<file path="src/rtl/cfgbus_i2c_pkg.sv">
package cfgbus_i2c_pkg;
   localparam int unsigned FULL_END = 64;
   localparam int unsigned HALF_END = 96;
   localparam int unsigned RO_END   = 112;

   typedef enum logic [2:0] {
      ST_IDLE, ST_ADDR, ST_WDATA, ST_ACK, ST_RDATA, ST_RACK
   } tgt_state_t;

   function automatic logic [7:0] wr_mask_f(input int unsigned a);
      if (a < FULL_END)      return 8'hFF;
      else if (a < HALF_END) return 8'hF0;
      else                   return 8'h00;
   endfunction

   function automatic logic [7:0] ro_value_f(input int unsigned a);
      if (a >= HALF_END && a < RO_END) return {4'hC, 4'(a)};
      else                             return 8'h00;
   endfunction
endpackage

</file>
<file path="src/rtl/cfgbus_line_sampler.sv">
module cfgbus_line_sampler #(
   parameter int SYNC_STAGES = 2
) (
   input  logic clk,
   input  logic rst_n,
   input  logic scl_in,
   input  logic sda_in,
   output logic scl_rise,
   output logic scl_fall,
   output logic sda_level,
   output logic start_det,
   output logic stop_det
);
   logic [SYNC_STAGES-1:0] scl_q, sda_q;
   logic scl_p, sda_p, scl_s, sda_s;

   generate
      if (SYNC_STAGES < 2) begin : g_bad
         $error("SYNC_STAGES must be at least 2");
      end
   endgenerate

   always_ff @(posedge clk or negedge rst_n) begin
      if (!rst_n) begin
         scl_q <= '1;
         sda_q <= '1;
         scl_p <= 1'b1;
         sda_p <= 1'b1;
      end else begin
         scl_q <= {scl_q[SYNC_STAGES-2:0], scl_in};
         sda_q <= {sda_q[SYNC_STAGES-2:0], sda_in};
         scl_p <= scl_s;
         sda_p <= sda_s;
      end
   end

   assign scl_s     = scl_q[SYNC_STAGES-1];
   assign sda_s     = sda_q[SYNC_STAGES-1];
   assign sda_level = sda_s;
   assign scl_rise  = scl_s & ~scl_p;
   assign scl_fall  = ~scl_s & scl_p;
   assign start_det = scl_s & scl_p & sda_p & ~sda_s;
   assign stop_det  = scl_s & scl_p & ~sda_p & sda_s;
endmodule

</file>
<file path="src/rtl/cfgbus_reg_bank.sv">
module cfgbus_reg_bank
   import cfgbus_i2c_pkg::*;
#(
   parameter int REG_DEPTH = 128,
   localparam int PTR_W = $clog2(REG_DEPTH)
) (
   input  logic             clk,
   input  logic             rst_n,
   input  logic             wr_en,
   input  logic [PTR_W-1:0] wr_addr,
   input  logic [7:0]       wr_data,
   input  logic [PTR_W-1:0] rd_addr,
   output logic [7:0]       rd_data
);
   logic [7:0] mem [REG_DEPTH];
   logic [7:0] wmask;

   assign wmask = wr_mask_f(int'(wr_addr));

   always_ff @(posedge clk or negedge rst_n) begin
      if (!rst_n) begin
         for (int i = 0; i < REG_DEPTH; i++) mem[i] <= 8'h00;
      end else if (wr_en) begin
         mem[wr_addr] <= (mem[wr_addr] & ~wmask) | (wr_data & wmask);
      end
   end

   assign rd_data = (mem[rd_addr] & wr_mask_f(int'(rd_addr))) | ro_value_f(int'(rd_addr));

   // a write aimed at a read-only or reserved location leaves it untouched
   a_r8_locked_unchanged: assert property (@(posedge clk) disable iff (!rst_n)
      (wr_en && wmask == 8'h00) |=> mem[$past(wr_addr)] == $past(mem[wr_addr]));
endmodule

</file>
<file path="src/rtl/cfgbus_i2c_fsm.sv">
module cfgbus_i2c_fsm
   import cfgbus_i2c_pkg::*;
#(
   parameter logic [5:0] DEV_ADDR_HI = 6'b010000,
   parameter int         REG_DEPTH   = 128,
   localparam int        PTR_W       = $clog2(REG_DEPTH)
) (
   input  logic             clk,
   input  logic             rst_n,
   input  logic             addr_strap,
   input  logic             scl_rise,
   input  logic             scl_fall,
   input  logic             sda_level,
   input  logic             start_det,
   input  logic             stop_det,
   input  logic [7:0]       rd_data,
   output logic             wr_en,
   output logic [PTR_W-1:0] ptr,
   output logic [7:0]       wr_data,
   output logic             sda_pull_low
);
   tgt_state_t st;
   logic [3:0] cnt;
   logic [7:0] shreg, txb;
   logic       rw, first;
   logic [6:0] my_addr;
   logic       byte_done;

   assign my_addr   = {DEV_ADDR_HI, addr_strap};
   assign byte_done = scl_fall && cnt == 4'd8;
   assign wr_en     = (st == ST_WDATA) && byte_done && !first && !start_det && !stop_det;
   assign wr_data   = shreg;

   always_ff @(posedge clk or negedge rst_n) begin
      if (!rst_n) begin
         st <= ST_IDLE; cnt <= '0; shreg <= '0; txb <= '0;
         rw <= 1'b0; first <= 1'b0; ptr <= '0; sda_pull_low <= 1'b0;
      end else if (start_det) begin
         st <= ST_ADDR; cnt <= '0; first <= 1'b1; sda_pull_low <= 1'b0;
      end else if (stop_det) begin
         st <= ST_IDLE; sda_pull_low <= 1'b0;
      end else begin
         unique case (st)
            ST_ADDR, ST_WDATA: begin
               if (scl_rise && cnt < 4'd8) begin
                  shreg <= {shreg[6:0], sda_level};
                  cnt   <= cnt + 4'd1;
               end else if (byte_done) begin
                  if (st == ST_ADDR) begin
                     if (shreg[7:1] == my_addr) begin
                        sda_pull_low <= 1'b1; rw <= shreg[0]; st <= ST_ACK;
                     end else begin
                        st <= ST_IDLE;
                     end
                  end else begin
                     sda_pull_low <= 1'b1; st <= ST_ACK;
                     if (first) begin
                        ptr <= shreg[PTR_W-1:0]; first <= 1'b0;
                     end else begin
                        ptr <= ptr + 1'b1;
                     end
                  end
               end
            end
            ST_ACK: if (scl_fall) begin
               cnt <= '0;
               if (rw) begin
                  txb <= rd_data; sda_pull_low <= ~rd_data[7]; st <= ST_RDATA;
               end else begin
                  sda_pull_low <= 1'b0; st <= ST_WDATA;
               end
            end
            ST_RDATA: begin
               if (scl_rise) cnt <= cnt + 4'd1;
               else if (scl_fall) begin
                  if (cnt == 4'd8) begin
                     sda_pull_low <= 1'b0; ptr <= ptr + 1'b1; st <= ST_RACK;
                  end else begin
                     txb <= {txb[6:0], 1'b0}; sda_pull_low <= ~txb[6];
                  end
               end
            end
            ST_RACK: begin
               if (scl_rise && sda_level) st <= ST_IDLE;
               else if (scl_fall) begin
                  txb <= rd_data; sda_pull_low <= ~rd_data[7]; cnt <= '0; st <= ST_RDATA;
               end
            end
            default: ;
         endcase
      end
   end

   // a START always brings the block back to address reception
   a_r11_start_to_addr: assert property (@(posedge clk) disable iff (!rst_n)
      start_det |=> st == ST_ADDR);
   // a foreign address leaves SDA released and the block idle
   a_r2_no_ack_foreign: assert property (@(posedge clk) disable iff (!rst_n)
      (st == ST_ADDR && byte_done && shreg[7:1] != my_addr) |=> (!sda_pull_low && st == ST_IDLE));
   // each stored byte moves the pointer forward by one
   a_r4_ptr_step: assert property (@(posedge clk) disable iff (!rst_n)
      wr_en |=> ptr == $past(ptr) + 1'b1);
   // a NACK on a read byte ends the transfer with SDA released
   a_r12_nack_release: assert property (@(posedge clk) disable iff (!rst_n)
      (st == ST_RACK && scl_rise && sda_level && !stop_det && !start_det) |=> (st == ST_IDLE && !sda_pull_low));
   // SDA is released after a STOP
   a_r13_stop_release: assert property (@(posedge clk) disable iff (!rst_n)
      stop_det |=> !sda_pull_low);
endmodule

</file>
<file path="src/rtl/cfgbus_i2c_target.sv">
module cfgbus_i2c_target #(
   parameter logic [5:0] DEV_ADDR_HI = 6'b010000,
   parameter int         REG_DEPTH   = 128,
   parameter int         SYNC_STAGES = 2,
   localparam int        PTR_W       = $clog2(REG_DEPTH)
) (
   input  logic clk,
   input  logic rst_n,
   input  logic addr_strap,
   input  logic scl_in,
   input  logic sda_in,
   output logic sda_pull_low
);
   generate
      if (REG_DEPTH != 128) begin : g_depth_chk
         $error("REG_DEPTH must be 128: the pointer is seven bits wide");
      end
   endgenerate

   logic scl_rise, scl_fall, sda_level, start_det, stop_det;
   logic wr_en;
   logic [PTR_W-1:0] ptr;
   logic [7:0] wr_data, rd_data;

   cfgbus_line_sampler #(.SYNC_STAGES(SYNC_STAGES)) u_sampler (
      .clk(clk), .rst_n(rst_n), .scl_in(scl_in), .sda_in(sda_in),
      .scl_rise(scl_rise), .scl_fall(scl_fall), .sda_level(sda_level),
      .start_det(start_det), .stop_det(stop_det));

   cfgbus_i2c_fsm #(.DEV_ADDR_HI(DEV_ADDR_HI), .REG_DEPTH(REG_DEPTH)) u_fsm (
      .clk(clk), .rst_n(rst_n), .addr_strap(addr_strap),
      .scl_rise(scl_rise), .scl_fall(scl_fall), .sda_level(sda_level),
      .start_det(start_det), .stop_det(stop_det), .rd_data(rd_data),
      .wr_en(wr_en), .ptr(ptr), .wr_data(wr_data), .sda_pull_low(sda_pull_low));

   cfgbus_reg_bank #(.REG_DEPTH(REG_DEPTH)) u_bank (
      .clk(clk), .rst_n(rst_n), .wr_en(wr_en), .wr_addr(ptr),
      .wr_data(wr_data), .rd_addr(ptr), .rd_data(rd_data));
endmodule

</file>
<file path="config.mk">
export PLATFORM = sky130hd
export DESIGN_NAME = cfgbus_i2c_target
export DESIGN_NICKNAME = d
export VERILOG_FILES = /design/src/rtl/cfgbus_i2c_pkg.sv /design/src/rtl/cfgbus_line_sampler.sv /design/src/rtl/cfgbus_reg_bank.sv /design/src/rtl/cfgbus_i2c_fsm.sv /design/src/rtl/cfgbus_i2c_target.sv
export SDC_FILE = /design/constraint.sdc
export NUM_CORES = 2
export LEC_CHECK = 0
export CAP_MARGIN = 20
export CORE_MARGIN = 2
export CORE_UTILIZATION = 35
export DETAILED_ROUTE_END_ITERATION = 7
export DONT_BUFFER_PORTS = 1
export PLACE_DENSITY = 0.55
export SLEW_MARGIN = 20
export SYNTH_ARGS = -nofsm -noshare
export SYNTH_HDL_FRONTEND = slang
export SYNTH_HIERARCHICAL = 1
export SYNTH_SLANG_ARGS = --single-unit
</file>
<file path="constraint.sdc">
create_clock -name clk -period 4.1 [get_ports clk]
set_clock_uncertainty 0.15 [all_clocks]
set_input_delay 0.82 -clock clk [delete_from_list [all_inputs] [get_ports clk]]
set_output_delay 0.82 -clock clk [all_outputs]
set_load 0.02 [all_outputs]
</file>
* Yosys cells after proc, flatten, opt, wreduce, memory -nomap -nowiden *
Cells that the tools add are included.
W data, S select, Z words.

storage, ports and cells
  register bits after elaboration = 1,062
  input port bits = 5
  output and inout bits = 1
  logic and storage cells = 299

operators by class
  equal/unequal tests = 34
  muxes and demuxes = 66
  bitwise operators = 23
  $add $sub $neg = 2
  $lt $le $gt $ge = 7
  reduce and logical (&&, ||, !) cells = 27

operators with widths
  kind                  number
  $bwmux W1024          1
  $mux W7               14
  $bmux W8 S7           1
  $demux W8 S7          1
  $mux W8               6
  $mux W3               11
  $and A8 B8 Y8         3
  $mux W4               6
  $lt A7 B7 Y1 const B  3
  $pmux W7 S3           1
  $ne A4 B1 Y1 const B  5
  $mux W1               19
  $ne A2 B1 Y1 const B  9
  $reduce_and A9 Y1     2
  $or A8 B8 Y8          2
  $pmux W4 S4           1
  $pmux W7 S2           1
  $pmux W3 S4           1
  $ne A2 B2 Y1 const B  5
  $reduce_and A10 Y1    1
  $reduce_and A5 Y1     2
  $logic_and A1 B1 Y1   9
  $not A1 Y1            9
  $ge A8 B8 Y1 const B  1
  30 further kinds      45

* Longest topological paths before layout *
  word-level depth = 12
  depth in mapped cells = 14
  mapped depth without buffers = 10

* By module *
Netlist, hierarchy kept.

by module, submodules not included
  module               area an instance (sq um)  times used  seq. area each (sq um)  cells each
  cfgbus_reg_bank      30,374.1                  1           17,216.5                2,758
  cfgbus_i2c_fsm       2,000.7                   1           800.8                   224
  cfgbus_line_sampler  190.2                     1           157.7                   10

* Worst setup path before layout *
No wires, ideal clock.

  path kind = reg-to-reg
  start = reg u_sampler.sda_p
  end = reg u_bank/mem[326] (netlist bit)
  setup time = 0.125 ns
  path buffers = 2
  data arrival time = 2.861 ns
  path slack = 0.964 ns
  clock period less this slack = 3.136 ns
  cell stages (with the launch flop) = 9
  cells stage by stage = dfstp_2 > and4b_1 > clkbuf_1 > or2_2 > nor4_1 > clkbuf_1 > nand4_1 > nor3_1 > mux2_2

on the way
  cells in the longest elaborated chain, start to end = 5
  elaborated cells between the ends (all ways) = 9
  classes of those cells = 5 x bitwise; 4 x reduce/logical

RTL lines
  what                            line                       source
  start: declaration              cfgbus_line_sampler.sv:15  logic scl_p, sda_p, scl_s, sda_s;
  start signal: assignment        cfgbus_line_sampler.sv:33  sda_p <= sda_s;
  $not A1 Y1                      cfgbus_line_sampler.sv:43  assign stop_det = scl_s & scl_p & ~sda_p & sda_s;
  $and A1 B1 Y1 (2 in series)     cfgbus_line_sampler.sv:43
  via stop_det                    cfgbus_i2c_target.sv:20    logic scl_rise, scl_fall, sda_level, start_det, stop_det;
  $logic_not A1 Y1                cfgbus_i2c_fsm.sv:31       assign wr_en = (st == ST_WDATA) && byte_done && !first && !start_det && !stop_det;
  $logic_and A1 B1 Y1             cfgbus_i2c_fsm.sv:31
  via wr_en                       cfgbus_i2c_target.sv:21    logic wr_en;
  end signal: indexed assignment  cfgbus_reg_bank.sv:24      mem[wr_addr] <= (mem[wr_addr] & ~wmask) | (wr_data & wmask);
  end: declaration                cfgbus_reg_bank.sv:15      logic [7:0] mem [REG_DEPTH];

The timed path passes the listed nets, and every way through them passes these cells.
A chain may end at the register's enable or synchronous reset.

* Final worst setup path *
  start = reg u_sampler.sda_q[1]
  end = reg u_bank/mem[522] (netlist bit)

on the way
  cells in the longest elaborated chain, start to end = 5
  elaborated cells between the ends (all ways) = 7
  classes of those cells = 3 x bitwise; 4 x reduce/logical

RTL lines
  what                               line                       source
  start: declaration                 cfgbus_line_sampler.sv:14  logic [SYNC_STAGES-1:0] scl_q, sda_q;
  start signal: assignment           cfgbus_line_sampler.sv:31  sda_q <= {sda_q[SYNC_STAGES-2:0], sda_in};
  $not A1 Y1                         cfgbus_line_sampler.sv:42  assign start_det = scl_s & scl_p & sda_p & ~sda_s;
  $and A1 B1 Y1                      cfgbus_line_sampler.sv:42
  via start_det                      cfgbus_i2c_target.sv:20
  $logic_not A1 Y1                   cfgbus_i2c_fsm.sv:31
  $logic_and A1 B1 Y1 (2 in series)  cfgbus_i2c_fsm.sv:31
  via wr_en                          cfgbus_i2c_target.sv:21

The timed path passes the listed nets, and every way through them passes these cells.

==> flow_summary.yaml <==
cts:
  root_buffer: "clkbuf_16"
  cts_tree: "done"
  path_clk_slew_ns: 0.06
  clock_path_buffers: 3
  htree_levels: 3
  cts_sinks: 726
  cts_setup_buffers: 0
  postCtsHoldBufs: 1
  cts_made_buffers: 80
  clkLatencyLatePin_ns: 0.63
  post_cts.resized_instances: 0
floorplan:
  start_util_pct: 35.4
  io_pins: 6
  coreArea_mm2: 0.0919
  die_x_um: 309
  die_area_mm2: 0.0955
  die_height_um: 309
  rows: 111
flow_run:
  cap_viol_max_count: 0
sta:
  worst_slack_ns: 0.477
  rsz0062_at_grt: "no"
  finalSetupTns_ns: 0
  fmax_ghz: 0.276
  tightest_slew_ns: 2.03
  setup_viol: 0
  period_share_pct: 88.4
  final-hold-violation-count: 59
  drv_slew: 600
  period_needed_ns: 3.62
  slew_headroom_pct: -35.1
  whs_ns: -0.173
global_routing:
  grt_pass1_wl_um: 144000
  grt_overflow: 0
  gr-usage-all-layers_pct: 19.8
  grt_max_degree: 727
  grt_pass1_vias: 22372
  antenna_found_initial: 0
finish:
  fin_util_pct: 40.1
  final_nets: 2946
  n_antenna_cell: 0
  multi_input_area_mm2: 0.0133
  instances_no_fill: 4239
  area_growth_pct: 13.2
  drive_gt1_share_pct: 18.0
  fillers: 8928
  register_area_mm2: 0.0182
placed_design:
  place_congestion: 0.839
  dp_cells: 4098
  port_buffers: 0
  hpwlAfterDp_um: 59800
  pre_cts_slack_ns: 0.537
detailed_routing:
  drc: 0
  first_pass_iters: 5
  num_vias: 22487
  wl_per_cell_um: 22.0
  wl_um: 93300
  via_per_inst: 5.30
  drtIter0Drc: 2316
  drtAntennaViolNets: 0
synthesis:
  yosysWarnings: 6
  synth_cells: 2992
  synth_top_area_share_pct: 55.3
  synth_largest_area_cell: "dfrtp_1"
  yosys-top-cells-area: "dfrtp_1 (55%), mux4_2 (12%), nand2_1 (5.8%)"
  synth-seq-cells: 726
  synth.avg_cell_area_um2: 10.9
  netlist_area_mm2: 0.0326
  ys.flop_type: "dfrtp_1"
  async_reset_ff_share_pct: 100
  yosysSeqAreaShare_pct: 55.8
  synth-edff-count: 0
  synth_fp_nets: 3000
  yosysUniqueCellTypes: 72
setup_path:
  crit_path_max_incr_delay_ns: 0.59
  crit_type: "reg2reg"
  worstPathArrival_ns: 3.97
  crit_chain: "and4b_1 -> or2_2 -> nor4_2 -> buf_4 -> nor2b_1 -> nand3_1 -> nor2_1 -> mux2_2"
  cp_num_buf_inv: 1
  cp-start-kind: "flop"
  cp_top_family: "simple AND/OR/NAND/NOR gates"
  crit_path_max_fanout: 11
  required_ns: 4.45
  end_kind: "flop"
  cp_slowest_cell: "dfstp_2"
status:
  status: "finished, violations left"
  failed_checks: "hold timing, slew limit"
min_path:
  hp-class: "in2async"
power_and_ir_drop:
  combPwrFrac_pct: 26.7
  swShare_pct: 35.0
  seqPwrFrac_pct: 37.3
  peakVddDrop_mv: 0.881
  power.leakage_uw: 0.0165
  p_clk_share_pct: 36.0
  p_total_uw: 20900
  internal_power_uw: 13600
  p_sw_uw: 7320
  p_per_area_mw_per_mm2: 568
final cells by class:
type                    instances  area share (%)
well taps                    1243            4.22
multi-input cells            1995            36.0
clock buffers                 112            6.47
inverters                      16           0.163
flip-flops and latches        726            49.3
clock inverters                28            1.01
repair buffers                119            2.80
metrics by stage:
stage	hold WS (ns)	instance area [um2]
finish	-0.173	36900
global route	-0.195	36900
CTS	-0.218	36900
detailed placement	0.199	34100
global placement	0.196	34100
floorplan	0.195	32600
registers in the layout, indices dropped and copies added (netlist names):
register,cells
u_sampler/sda_q,2
u_fsm/cnt,4
u_fsm/first,1
u_fsm/rw,1
u_fsm/wr_data,8
u_sampler/scl_p,1
u_bank/mem,688
u_sampler/scl_q,2
u_fsm/txb,7
u_fsm/ptr,7
u_fsm/st,3
u_sampler/sda_p,1
u_fsm/sda_pull_low,1
routing by layer:
layer	vias up	GRT usage [%]	routed length (um)
met1	11316	28.3	42200
met5	-	0	0
met4	0	5.83	2610
li1	10343	-	-
met2	678	30.8	42600
met3	150	3.74	5910
cells in the mapped netlist, drive strengths merged (5+ instances only):
cell	count
dfrtp	720
nand2	501
nor2	366
o21ai	301
a21oi	285
clkbuf	196
mux4	180
mux2	79
buf	59
mux2i	36
nand3	36
nor2b	26
a22oi	25
nor3	25
nand2b	20
inv	16
a31oi	15
a211oi	8
and3	7
o211ai	7
dfstp	6
nor4	6
a2bb2oi	5
and2	5
o22ai	5
final timing paths:
kind | from | endpoint | slack, ns | cells past startpoint
min in group clk | sda_in | u_sampler/sda_q[0] | 0.03 | 0
hold reg to reg | u_sampler/scl_q[0] | u_sampler/scl_q[1] | 0.20 | 0
hold / removal | rst_n | u_bank/mem[864] | -0.17 | 0
max in group asynchronous | rst_n | u_bank/mem[732] | 2.45 | 0
setup reg to reg | u_sampler/sda_q[1] | u_bank/mem[522] | 0.48 | 8
setup / recovery | u_sampler/sda_q[1] | u_bank/mem[522] | 0.48 | 8
cells by family (layout without fill, tap and decap cells):
kind of cell / count (synthesis) / after routing / synth area share [%]
simple gates: 1014 / 1014 / 12.8
flops: 726 / 726 / 55.8
compound gates: 682 / 682 / 11.4
mux: 295 / 295 / 16.3
buf+inv: 271 / 275 / 3.59
fa+ha+maj: 3 / 3 / 0.115
xor+xnor: 1 / 1 / 0.0269
cell usage in the layout, fill, tap and decap left out, types with 4 or more instances in the layout:
master / count
dfrtp_1: 714
nand2b_1: 18
mux2_2: 78
a2bb2oi_1: 5
clkbuf_1: 9
dfstp_2: 6
a31oi_1: 15
and3_1: 7
a211oi_1: 8
clkinv_2: 10
buf_4: 107
nor4_1: 4
nor3_1: 22
mux4_2: 180
mux2i_1: 36
o21ai_1: 7
nand3_1: 36
nor2b_1: 25
clkbuf_16: 83
nand2_1: 500
bufinv_16: 8
o21ai_0: 294
o22ai_1: 5
clkinvlp_4: 5
a21oi_1: 285
buf_12: 11
inv_6: 4
nor2_1: 362
and2_1: 5
inv_1: 16
o211ai_1: 7
clkbuf_8: 20
a22oi_1: 25
power by group through the flow:
stage,Combinational (uW),Sequential (uW),Clock (uW)
4_1_cts,5580,7800,7720
3_3_place_gp,5600,7940,0
3_5_place_dp,5580,7930,0
2_1_floorplan,3690,7560,0
6_report,5590,7800,7540
5_1_grt,5890,7830,8010
Power figures use the tool's default switching activity.
